<file path="config.mk">
export PLATFORM = sky130hd
export DESIGN_NAME = cpu8_core
export DESIGN_NICKNAME = d
export VERILOG_FILES = /design/src/rtl/cpu8_pkg.sv /design/src/rtl/cpu8_decode.sv /design/src/rtl/cpu8_alu.sv /design/src/rtl/cpu8_branch.sv /design/src/rtl/cpu8_core.sv
export SDC_FILE = /design/constraint.sdc
export NUM_CORES = 1
export LEC_CHECK = 0
export CAP_MARGIN = 40
export CORE_AREA = 2 2 172 174
export CTS_BUF_LIST = sky130_fd_sc_hd__clkbuf_8
export CTS_CLUSTER_DIAMETER = 120
export DETAILED_ROUTE_END_ITERATION = 8
export DIE_AREA = 0 0 174 176
export HOLD_SLACK_MARGIN = 0.02
export PLACE_DENSITY = 0.47
export REMOVE_ABC_BUFFERS = 1
export SYNTH_ARGS = -nofsm -noshare
export SYNTH_HDL_FRONTEND = slang
export SYNTH_HIERARCHICAL = 1
export SYNTH_SLANG_ARGS = --single-unit
</file>
<file path="constraint.sdc">
create_clock -name clk -period 13.6 [get_ports clk]
set_input_delay 3.4 -clock clk [delete_from_list [all_inputs] [get_ports clk]]
set_output_delay 3.4 -clock clk [all_outputs]
set_load 0.1 [all_outputs]
</file>
<file path="src/rtl/cpu8_pkg.sv">
package cpu8_pkg;
  localparam int DW = 8;
  localparam int AW = 2 * DW;

  typedef enum logic [3:0] {
    ALU_PASS, ALU_ADD, ALU_ADC, ALU_AND, ALU_OR,
    ALU_SUB, ALU_CLR, ALU_INC, ALU_DEC
  } alu_op_e;

  typedef enum logic [1:0] {M_INH, M_IMM, M_EXT, M_REL} mode_e;

  typedef enum logic [3:0] {
    K_ALU, K_CMP, K_STA, K_LDX, K_JMP, K_RMW,
    K_CLRB, K_NOP, K_SWI, K_BR, K_BAD
  } kind_e;

  typedef struct packed {
    kind_e   kind;
    mode_e   mode;
    alu_op_e op;
  } dec_t;

  typedef enum logic [2:0] {
    S_FETCH, S_DECODE, S_ADRH, S_ADRL, S_EXEC, S_XLO, S_HALT
  } state_e;
endpackage

</file>
<file path="src/rtl/cpu8_decode.sv">
module cpu8_decode
  import cpu8_pkg::*;
(
  input  logic [DW-1:0] opc,
  output dec_t          dec
);
  always_comb begin
    dec = '{kind: K_BAD, mode: M_INH, op: ALU_PASS};
    case (opc)
      8'h86: dec = '{K_ALU,  M_IMM, ALU_PASS};
      8'hB6: dec = '{K_ALU,  M_EXT, ALU_PASS};
      8'h8B: dec = '{K_ALU,  M_IMM, ALU_ADD};
      8'hBB: dec = '{K_ALU,  M_EXT, ALU_ADD};
      8'h89: dec = '{K_ALU,  M_IMM, ALU_ADC};
      8'hB9: dec = '{K_ALU,  M_EXT, ALU_ADC};
      8'h84: dec = '{K_ALU,  M_IMM, ALU_AND};
      8'hB4: dec = '{K_ALU,  M_EXT, ALU_AND};
      8'h8A: dec = '{K_ALU,  M_IMM, ALU_OR};
      8'hBA: dec = '{K_ALU,  M_EXT, ALU_OR};
      8'h81: dec = '{K_CMP,  M_IMM, ALU_SUB};
      8'hB1: dec = '{K_CMP,  M_EXT, ALU_SUB};
      8'hB7: dec = '{K_STA,  M_EXT, ALU_PASS};
      8'h8E: dec = '{K_LDX,  M_IMM, ALU_PASS};
      8'hBE: dec = '{K_LDX,  M_EXT, ALU_PASS};
      8'h4F: dec = '{K_ALU,  M_INH, ALU_CLR};
      8'h5F: dec = '{K_CLRB, M_INH, ALU_CLR};
      8'h4A: dec = '{K_ALU,  M_INH, ALU_DEC};
      8'h7C: dec = '{K_RMW,  M_EXT, ALU_INC};
      8'h7A: dec = '{K_RMW,  M_EXT, ALU_DEC};
      8'h27, 8'h26, 8'h2B: dec = '{K_BR, M_REL, ALU_PASS};
      8'h7E: dec = '{K_JMP,  M_EXT, ALU_PASS};
      8'h12: dec = '{K_NOP,  M_INH, ALU_PASS};
      8'h3F: dec = '{K_SWI,  M_INH, ALU_PASS};
      default: dec = '{K_BAD, M_INH, ALU_PASS};
    endcase
  end
endmodule

</file>
<file path="src/rtl/cpu8_alu.sv">
module cpu8_alu
  import cpu8_pkg::*;
(
  input  alu_op_e       op,
  input  logic [DW-1:0] x,
  input  logic [DW-1:0] y,
  input  logic          cin,
  output logic [DW-1:0] res,
  output logic          n,
  output logic          z,
  output logic          c,
  output logic          c_wr
);
  logic [DW:0] wide;

  always_comb begin
    case (op)
      ALU_ADD: wide = {1'b0, x} + {1'b0, y};
      ALU_ADC: wide = {1'b0, x} + {1'b0, y} + {{DW{1'b0}}, cin};
      ALU_SUB: wide = {1'b0, x} - {1'b0, y};
      ALU_AND: wide = {1'b0, x & y};
      ALU_OR:  wide = {1'b0, x | y};
      ALU_CLR: wide = '0;
      ALU_INC: wide = {1'b0, x} + 1'b1;
      ALU_DEC: wide = {1'b0, x} - 1'b1;
      default: wide = {1'b0, y};
    endcase
  end

  assign res  = wide[DW-1:0];
  assign n    = wide[DW-1];
  assign z    = (wide[DW-1:0] == '0);
  assign c    = wide[DW];
  assign c_wr = (op == ALU_ADD) || (op == ALU_ADC) || (op == ALU_SUB);
endmodule

</file>
<file path="src/rtl/cpu8_branch.sv">
module cpu8_branch
  import cpu8_pkg::*;
(
  input  logic [DW-1:0] opc,
  input  logic          n,
  input  logic          z,
  input  logic [AW-1:0] pc,
  input  logic [DW-1:0] off,
  output logic          take,
  output logic [AW-1:0] target
);
  always_comb begin
    case (opc)
      8'h27:   take = z;
      8'h26:   take = !z;
      8'h2B:   take = n;
      default: take = 1'b0;
    endcase
  end

  assign target = pc + {{(AW-DW){off[DW-1]}}, off};
endmodule

</file>
<file path="src/rtl/cpu8_core.sv">
module cpu8_core
  import cpu8_pkg::*;
#(
  parameter logic [15:0] RESET_PC = 16'h0000
) (
  input  logic          clk,
  input  logic          rst_n,
  output logic [15:0]   mem_addr,
  input  logic [7:0]    mem_rdata,
  output logic [7:0]    mem_wdata,
  output logic          mem_we,
  output logic          halted,
  output logic          err,
  output logic [7:0]    reg_a,
  output logic [7:0]    reg_b,
  output logic [15:0]   reg_x,
  output logic [15:0]   reg_pc,
  output logic          flag_n,
  output logic          flag_z,
  output logic          flag_c
);
  state_e        state;
  logic [AW-1:0] pc, rx, ea;
  logic [DW-1:0] ra, rb, ir, ea_hi, x_hi;
  logic          fn, fz, fc, err_q;

  logic [DW-1:0] cur_opc, alu_x, alu_res;
  logic          alu_n, alu_z, alu_c, alu_cwr, br_take, flag_upd;
  logic [AW-1:0] br_target, ext_addr;
  dec_t          dec;

  assign cur_opc  = (state == S_DECODE) ? mem_rdata : ir;
  assign ext_addr = {ea_hi, mem_rdata};
  assign alu_x    = (dec.kind == K_RMW) ? mem_rdata : ra;

  cpu8_decode u_dec (.opc(cur_opc), .dec(dec));

  cpu8_alu u_alu (
    .op(dec.op), .x(alu_x), .y(mem_rdata), .cin(fc),
    .res(alu_res), .n(alu_n), .z(alu_z), .c(alu_c), .c_wr(alu_cwr)
  );

  cpu8_branch u_br (
    .opc(ir), .n(fn), .z(fz), .pc(pc), .off(mem_rdata),
    .take(br_take), .target(br_target)
  );

  // Memory address / write selection per state
  always_comb begin
    mem_addr  = pc;
    mem_we    = 1'b0;
    mem_wdata = ra;
    case (state)
      S_ADRL: begin
        if (dec.kind != K_JMP) mem_addr = ext_addr;
        if (dec.kind == K_STA) mem_we = 1'b1;
      end
      S_EXEC: begin
        if (dec.kind == K_RMW) begin
          mem_addr  = ea;
          mem_we    = 1'b1;
          mem_wdata = alu_res;
        end else if (dec.kind == K_LDX && dec.mode == M_EXT) begin
          mem_addr = ea + AW'(1);
        end
      end
      default: mem_addr = pc;
    endcase
  end

  // Flag-writing cycles: inherent ALU ops in decode, operand ops in execute
  always_comb begin
    flag_upd = 1'b0;
    if (state == S_DECODE)
      flag_upd = (dec.kind == K_CLRB) || (dec.kind == K_ALU && dec.mode == M_INH);
    else if (state == S_EXEC)
      flag_upd = (dec.kind == K_ALU) || (dec.kind == K_CMP) || (dec.kind == K_RMW);
  end

  always_ff @(posedge clk or negedge rst_n) begin
    if (!rst_n) begin
      state <= S_FETCH;
      pc    <= RESET_PC;
      ra    <= '0;
      rb    <= '0;
      rx    <= '0;
      ir    <= '0;
      ea    <= '0;
      ea_hi <= '0;
      x_hi  <= '0;
      fn    <= 1'b0;
      fz    <= 1'b0;
      fc    <= 1'b0;
      err_q <= 1'b0;
    end else begin
      if (flag_upd) begin
        fn <= alu_n;
        fz <= alu_z;
        if (alu_cwr) fc <= alu_c;
      end
      case (state)
        S_FETCH: begin
          pc    <= pc + AW'(1);
          state <= S_DECODE;
        end
        S_DECODE: begin
          ir <= mem_rdata;
          case (dec.kind)
            K_SWI: state <= S_HALT;
            K_BAD: begin
              err_q <= 1'b1;
              state <= S_HALT;
            end
            K_NOP: state <= S_FETCH;
            K_CLRB: begin
              rb    <= '0;
              state <= S_FETCH;
            end
            default: begin
              if (dec.mode == M_INH) begin
                ra    <= alu_res;
                state <= S_FETCH;
              end else begin
                pc    <= pc + AW'(1);
                state <= (dec.mode == M_EXT) ? S_ADRH : S_EXEC;
              end
            end
          endcase
        end
        S_ADRH: begin
          ea_hi <= mem_rdata;
          pc    <= pc + AW'(1);
          state <= S_ADRL;
        end
        S_ADRL: begin
          ea <= ext_addr;
          if (dec.kind == K_JMP) begin
            pc    <= ext_addr;
            state <= S_FETCH;
          end else if (dec.kind == K_STA) begin
            state <= S_FETCH;
          end else begin
            state <= S_EXEC;
          end
        end
        S_EXEC: begin
          state <= S_FETCH;
          case (dec.kind)
            K_ALU: ra <= alu_res;
            K_BR:  if (br_take) pc <= br_target;
            K_LDX: begin
              x_hi  <= mem_rdata;
              if (dec.mode == M_IMM) pc <= pc + AW'(1);
              state <= S_XLO;
            end
            default: ;
          endcase
        end
        S_XLO: begin
          rx    <= {x_hi, mem_rdata};
          state <= S_FETCH;
        end
        default: state <= S_HALT;
      endcase
    end
  end

  assign halted = (state == S_HALT);
  assign err    = err_q;
  assign reg_a  = ra;
  assign reg_b  = rb;
  assign reg_x  = rx;
  assign reg_pc = pc;
  assign flag_n = fn;
  assign flag_z = fz;
  assign flag_c = fc;
endmodule

</file>
* After elaboration in Yosys (flattened, before gate mapping) *
Index checks and enable logic that the tools add are counted.

word-level totals
  bits in registers = 87
  input port bits = 10
  output and inout bits = 78
  word-level logic and storage cells = 144

cells by class
  $add $sub $neg = 8
  eq/ne operators = 64
  muxes and demuxes = 34
  bitwise operators = 2
  reductions and logical operators = 24

operator list
  cell                     number
  $pmux W10 S24            1
  $mux W16                 8
  $eq A8 B8 Y1 const B     15
  $pmux W9 S8              1
  $pmux W16 S2             2
  $pmux W16 S4             1
  $eq A8 B6 Y1 const B     7
  $mux W8                  7
  $eq A8 B7 Y1 const B     6
  $add A16 B1 Y16 const B  2
  $eq A4 B3 Y1 const B     8
  $pmux W3 S6              1
  $add A16 B16 Y16         1
  $eq A4 B2 Y1 const B     4
  $eq A4 B4 Y1 const B     4
  $pmux W8 S2              1
  $mux W3                  5
  $add A8 B1 Y9 const B    1
  $add A8 B8 Y9            1
  $add A9 B1 Y9            1
  $eq A3 B3 Y1 const B     3
  $sub A8 B1 Y9 const B    1
  $sub A8 B8 Y9            1
  $and A8 B8 Y8            1
  other kinds (31)         49

* Depth between registers and ports, before layout *
Gate-level depths: netlist of the first run.

  depth in word-level cells = 13
  mapped depth = 28
  gate-level depth less buffers = 21

* Cells and area by module *
Netlist of the first run, hierarchy kept.

by module, submodules not included
  module       times used  cells each  area each (sq um)  sequential area each (sq um)
  cpu8_core    1           557         5413.9             2177.1
  cpu8_alu     1           245         1722.9             0.0
  cpu8_branch  1           108         790.8              0.0
  cpu8_decode  1           90          584.3              0.0

* Worst setup path after synthesis of the first run *
OpenSTA, ideal clock, no wires.

  kind = input to output
  start point = in mem_rdata[1]
  end point = out mem_wdata[7]
  data arrival time = 8.697 ns
  path slack = 1.503 ns
  stages on the path = 23
  path buffers = 5
  cell sequence = mux2_2 -> buf_6 -> and2_4 -> a211o_1 -> a21oi_2 -> o41ai_1 -> o41ai_2 -> buf_4 -> and4bb_2 -> buf_2 -> buf_2 -> nand2_1 -> nand2_1 -> ha_1 -> fa_1 -> a211o_1 -> and3_4 -> or3_1 -> nor4b_1 -> mux2i_1 -> a32oi_1 -> buf_4 -> mux2_2

RTL lines
  item         RTL line         RTL
  from (decl)  cpu8_core.sv:9   input logic [7:0] mem_rdata,
  to (decl)    cpu8_core.sv:10  output logic [7:0] mem_wdata,

==> results of run 1 <==
## Yosys cell counts (16+ instances only)
cell | number | area, um2
nand2_1 | 138 | 518
dfrtp_1 | 87 | 2180
a21oi_1 | 65 | 325
nor2_1 | 64 | 240
mux2_2 | 52 | 586
ha_1 | 44 | 551
o21ai_0 | 37 | 185
nand3_1 | 33 | 165
o21ai_1 | 29 | 145
inv_1 | 27 | 101
xnor2_1 | 21 | 184
buf_2 | 20 | 100
buf_4 | 19 | 143
nor3_1 | 18 | 90.1
nand2b_1 | 16 | 100
## layer usage
layer,global-route usage [%],vias up,wire length [um]
met5,0,-,0
met4,5.99,0,781
met3,2.86,35,1420
met2,33.2,235,14200
met1,26.2,3954,13400
li1,-,3897,-
## logic make-up after synthesis
family                     synth area share [%]
AOI/OAI and AO/OA                          24.6
muxes                                      9.01
DFF                                        25.6
buffers and inverters                      6.86
xor gates and xnor gates                   3.59
and+or+nand+nor                            23.2
other                                    0.0441
adders and majority gates                  7.17
## per-stage QoR
stage / hold WS, ns / setup slack [ns] / cells
final: 0.509 / 0.704 / 1487
after global placement: 0.485 / 0.924 / 1422
after global routing: 0.532 / 0.333 / 1486
after CTS: 0.511 / 0.809 / 1486
after floorplan: 0.471 / 0.895 / 937
after detailed placement: 0.488 / 0.838 / 1471
## cell type report
type / instances / area share, %
clock inverters: 5 / 1.01
repair buffers: 150 / 16.8
well taps: 384 / 4.54
inverters: 30 / 1.06
diodes: 1 / 0.0236
multi-input cells: 820 / 54.7
flip-flops and latches: 87 / 20.6
clock buffers: 10 / 1.30
## sequential cells by signal, indices dropped and copies added (netlist names), 3 cells and up
signal,cells
state,3
ea_hi,8
ea,16
x_hi,8
reg_a,8
ir,8
reg_x,16
reg_pc,16
## worst paths after layout
kind	startpoint	endpoint	slack (ns)	cells past startpoint
setup / recovery	mem_rdata[2]	mem_wdata[7]	0.70	19
hold / removal	x_hi[0]	reg_x[8]	0.51	1
hold reg to reg	x_hi[0]	reg_x[8]	0.51	1
max in group asynchronous	rst_n	ir[6]	9.83	3
min in group asynchronous	rst_n	reg_a[6]	2.91	1
setup reg to reg	state[1]	flag_z	6.83	20
==> flow_summary.toml, run 1 <==
[floorplan]
die_width_um = 174
num_io_pins = 88
fp.coreArea_mm2 = 0.0285
die_h_um = 176
dieArea_mm2 = 0.0306
initial_core_util_pct = 29.8
num_rows = 62

[sta]
slew_viol_final = 0
slew_headroom_pct = 38.0
fmax_ghz = 0.0775
fin_crit_ns = 12.90
rsz0062_at_grt = "no"
hold_viol = 0
skew_ns = 0.0260
tightest_slew_ns = 0.906
setup_viol = 0
fin_tns_setup_ns = 0
finalCritPeriodShare_pct = 94.8

[final_layout]
multi_input_area_mm2 = 0.00579
final_cell_mix = "nand2_1 (138), dfrtp_1 (87), a21oi_1 (65)"
mostFrequentLayoutCell = "nand2_1"
final_core_util_pct = 37.1
fin_nets = 1155
finish.instance_area_mm2 = 0.0106
layout-drive-gt1-share_pct = 20.1
fillers = 3008
layout-area-overhead-vs-synth_pct = 24.3
regArea_mm2 = 0.00218

[clock_tree]
cts_setup_buffers = 0
clockRootBuffer = "clkbuf_8"
clk_latency_ns = 0.40
cts-hold-fix-buffers = 0
h-tree-depth = 3
cts_inserted_buffers = 9
cts_tree = "done"
cts_sinks = 87
cts.clk_slew.worst_paths_ns = 0.09
cts.path.max_buffers = 2
cts_resized = 0

[routing]
drc = 0
antenna_left = 0
first_pass_iters = 8
via_per_inst = 5.46
vias = 8121
drt_wl_total_um = 29800
avgRoutedWirePerCell_um = 20.0
drt_iter0_markers = 709

[placed_design]
io_buffers = 79
dp_hpwl_um = 22000
dpl_cell_area_mm2 = 0.0103
place.gp.congestion = 0.883

[yosys]
synth_cell_types = 112
synth_edf_count = 0
avgSynthCellArea_um2 = 8.51
ys.flop_type = "dfrtp_1"
yosys_warnings = 6
synth_cells = 1000
synth-seq-cells = 87
syn_area_mm2 = 0.00851
seq_area_frac_synth_pct = 25.6
async_flop_share_pct = 100

[critical_path]
crit_path_end_kind = "primary output"
crit_fanout = 19
cpMaxStageDelayCell = "a2111oi_0"
arrival_ns = 9.50
crit_family = "compound AO/OA/AOI/OAI gates"
worstPathRequired_ns = 10.20
path_buf_inv = 2
cp-start-kind = "primary input"
critPathKind = "primary input to primary output"
crit_chain = "clkdlybuf4s50_1, mux2_2, nor2_1, nand2_1, a2111oi_0, a21o_1, nand4bb_1, nand2_1, nand2_1, ha_1, fa_1, a211o_1, and3_4, or3_1, nor4b_1, mux2i_1, a32oi_1, mux2_2, buf_12"
critPathMaxStageDelay_ns = 0.83
cp_common_cell = "nand2_1"

[global_routing]
grt_pass1_vias = 7848
grt_max_degree = 61
antenna_found_initial = 1
grt_usage_pct = 19.7
overflow = 0
grt_first_pass_wirelength_um = 47200

[worst_hold_path]
hold_path_class = "flop to flop"

[status]
status = "finished, final reports clean"

[flow_run]
drv_cap = 0
Power of run 1 is not shown: default switching activity piles up to over one toggle a cycle in this logic, so the estimate is an artifact.
==> run 2, diff against run 1 <==
Settings changed: CORE_AREA 2 2 172 174 to 5 5 137 139, DIE_AREA 0 0 174 176 to 0 0 142 144, PLACE_DENSITY 0.47 to 0.71, SKIP_CTS_REPAIR_TIMING set to 1.
==> run 2 against run 1 <==
Effect of this change: first-iteration DRC count is 40% higher; count of clock-buffer cells in the layout is 1 lower; utilization is 21 points higher; register-to-register slack better by 0.05 ns; final cell count is 10% lower; design area is 3.0% lower; critical path depth is 1 higher; hold slack worse by 0.0048 ns; critical path type unchanged.
==> flow_summary.toml, run 2 (same netlist as run 1, synthesis figures left out) <==
[status]
status = "finished, final reports clean"

[final_layout]
finish.instance_area_mm2 = 0.0103
layout-area-overhead-vs-synth_pct = 20.5
instances_no_fill = 1331
mostFrequentLayoutCell = "nand2_1"
fin_nets = 1153
final_cell_mix = "nand2_1 (138), dfrtp_1 (87), a21oi_1 (65)"
fillers = 1589
layout-drive-gt1-share_pct = 20.1

[routing]
vias = 8332
drt_iter0_markers = 995
antenna_left = 0
avgRoutedWirePerCell_um = 20.7
first_pass_iters = 8
drc = 0
via_per_inst = 6.26
drt_wl_total_um = 27600

[clock_tree]
h-tree-depth = 3
cts.path.max_buffers = 2
clk_latency_ns = 0.40
cts_tree = "done"
clockRootBuffer = "clkbuf_8"
cts_inserted_buffers = 9
cts_sinks = 87
cts.clk_slew.worst_paths_ns = 0.10

[sta]
slew_viol_final = 0
hold_viol = 0
slew_headroom_pct = 42.2
skew_ns = 0.0244
fin_tns_setup_ns = 0
tightest_slew_ns = 0.864
fin_crit_ns = 12.97
finalCritPeriodShare_pct = 95.4
fmax_ghz = 0.0771
setup_viol = 0
rsz0062_at_grt = "no"

[critical_path]
path_buf_inv = 4
critPathMaxStageDelay_ns = 0.76
worstPathRequired_ns = 10.20
crit_path_end_kind = "primary output"
crit_chain = "clkdlybuf4s50_1, mux2_2, xnor2_1, nand2_1, o31ai_2, o41ai_2, buf_4, nand4bb_1, buf_4, nand2_1, nand2_1, fa_1, a211o_1, a311oi_2, o221ai_2, nor4b_1, mux2i_1, a32oi_1, mux2_2, buf_12"
crit_family = "compound AO/OA/AOI/OAI gates"
critPathKind = "primary input to primary output"
arrival_ns = 9.57
cp_common_cell = "nand2_1"
cp-start-kind = "primary input"
cpMaxStageDelayCell = "o31ai_2"
crit_fanout = 25

[global_routing]
grt_max_degree = 58
grt_first_pass_wirelength_um = 44200
overflow = 0
grt_pass1_vias = 7877
grt_usage_pct = 27.2
antenna_found_initial = 0

[floorplan]
num_io_pins = 88
die_width_um = 142
dieArea_mm2 = 0.0204
fp.coreArea_mm2 = 0.0175
num_rows = 49
die_h_um = 144
initial_core_util_pct = 48.5

[placed_design]
io_buffers = 79
dp_hpwl_um = 20200
place_inst = 1313
dpl_cell_area_mm2 = 0.0101
place.gp.congestion = 0.956

[flow_run]
drv_cap = 0

[worst_hold_path]
hold_path_class = "flop to flop"
-- run 2: path summary, 6_finish.rpt --
kind,end,cells after the start,slack (ns),start
worst max-delay path,mem_wdata[7],20,0.63,mem_rdata[5]
worst min-delay path,reg_x[15],1,0.50,x_hi[7]
worst max register to register,flag_z,21,6.88,state[1]
worst min register to register,reg_x[15],1,0.50,x_hi[7]
max in group asynchronous,reg_pc[4],2,9.55,rst_n
min in group asynchronous,ea_hi[1],1,2.92,rst_n
-- run 2: area by class of cell --
class / instances / area [um2] / share of cell area (%)
multi-input combinational: 820 / 5790 / 56.4
sequential: 87 / 2180 / 21.2
timing repair buffer: 148 / 1700 / 16.6
tap: 229 / 287 / 2.79
clock buffer: 9 / 124 / 1.21
inverter: 30 / 113 / 1.10
clock inverter: 7 / 72.6 / 0.707
antenna: 1 / 2.50 / 0.0244
-- run 2: metrics by stage --
| stage | utilization [%] | worst slack [ns] | hold slack (ns) |
|---|---|---|---|
| 3_5_place_dp | 57.3 | 0.728 | 0.493 |
| 4_1_cts | 58.5 | 0.721 | 0.505 |
| 5_1_grt | 58.5 | 0.345 | 0.513 |
| 3_3_place_gp | 53.3 | 0.868 | 0.485 |
| 2_1_floorplan | - | 0.895 | 0.471 |
| 6_report | 58.5 | 0.630 | 0.504 |
-- run 2: worst reg2reg max path: stages, from the launching register on --
cell	delay, ns
dfrtp_1	0.57
nor3b_1	0.26
buf_4	0.25
mux2_2	0.49
xnor2_1	0.27
nand2_1	0.17
o31ai_2	0.76
o41ai_2	0.18
buf_4	0.22
nand4bb_1	0.21
buf_4	0.27
nand2_1	0.11
nand2_1	0.13
fa_1	0.48
a211o_1	0.36
a311oi_2	0.39
o221ai_2	0.21
nor4b_1	0.35
mux2i_1	0.15
a32oi_1	0.44
nor4_2	0.09
mux2_2	0.27
-- run 2: per-layer routing --
metal  wire length (um)  GRT usage (%)
met1              11800           36.7
met2              12600           43.5
met3               1950           4.73
met4               1200           11.2
met5                  0              0
Power of run 2 is left out for the same reason.
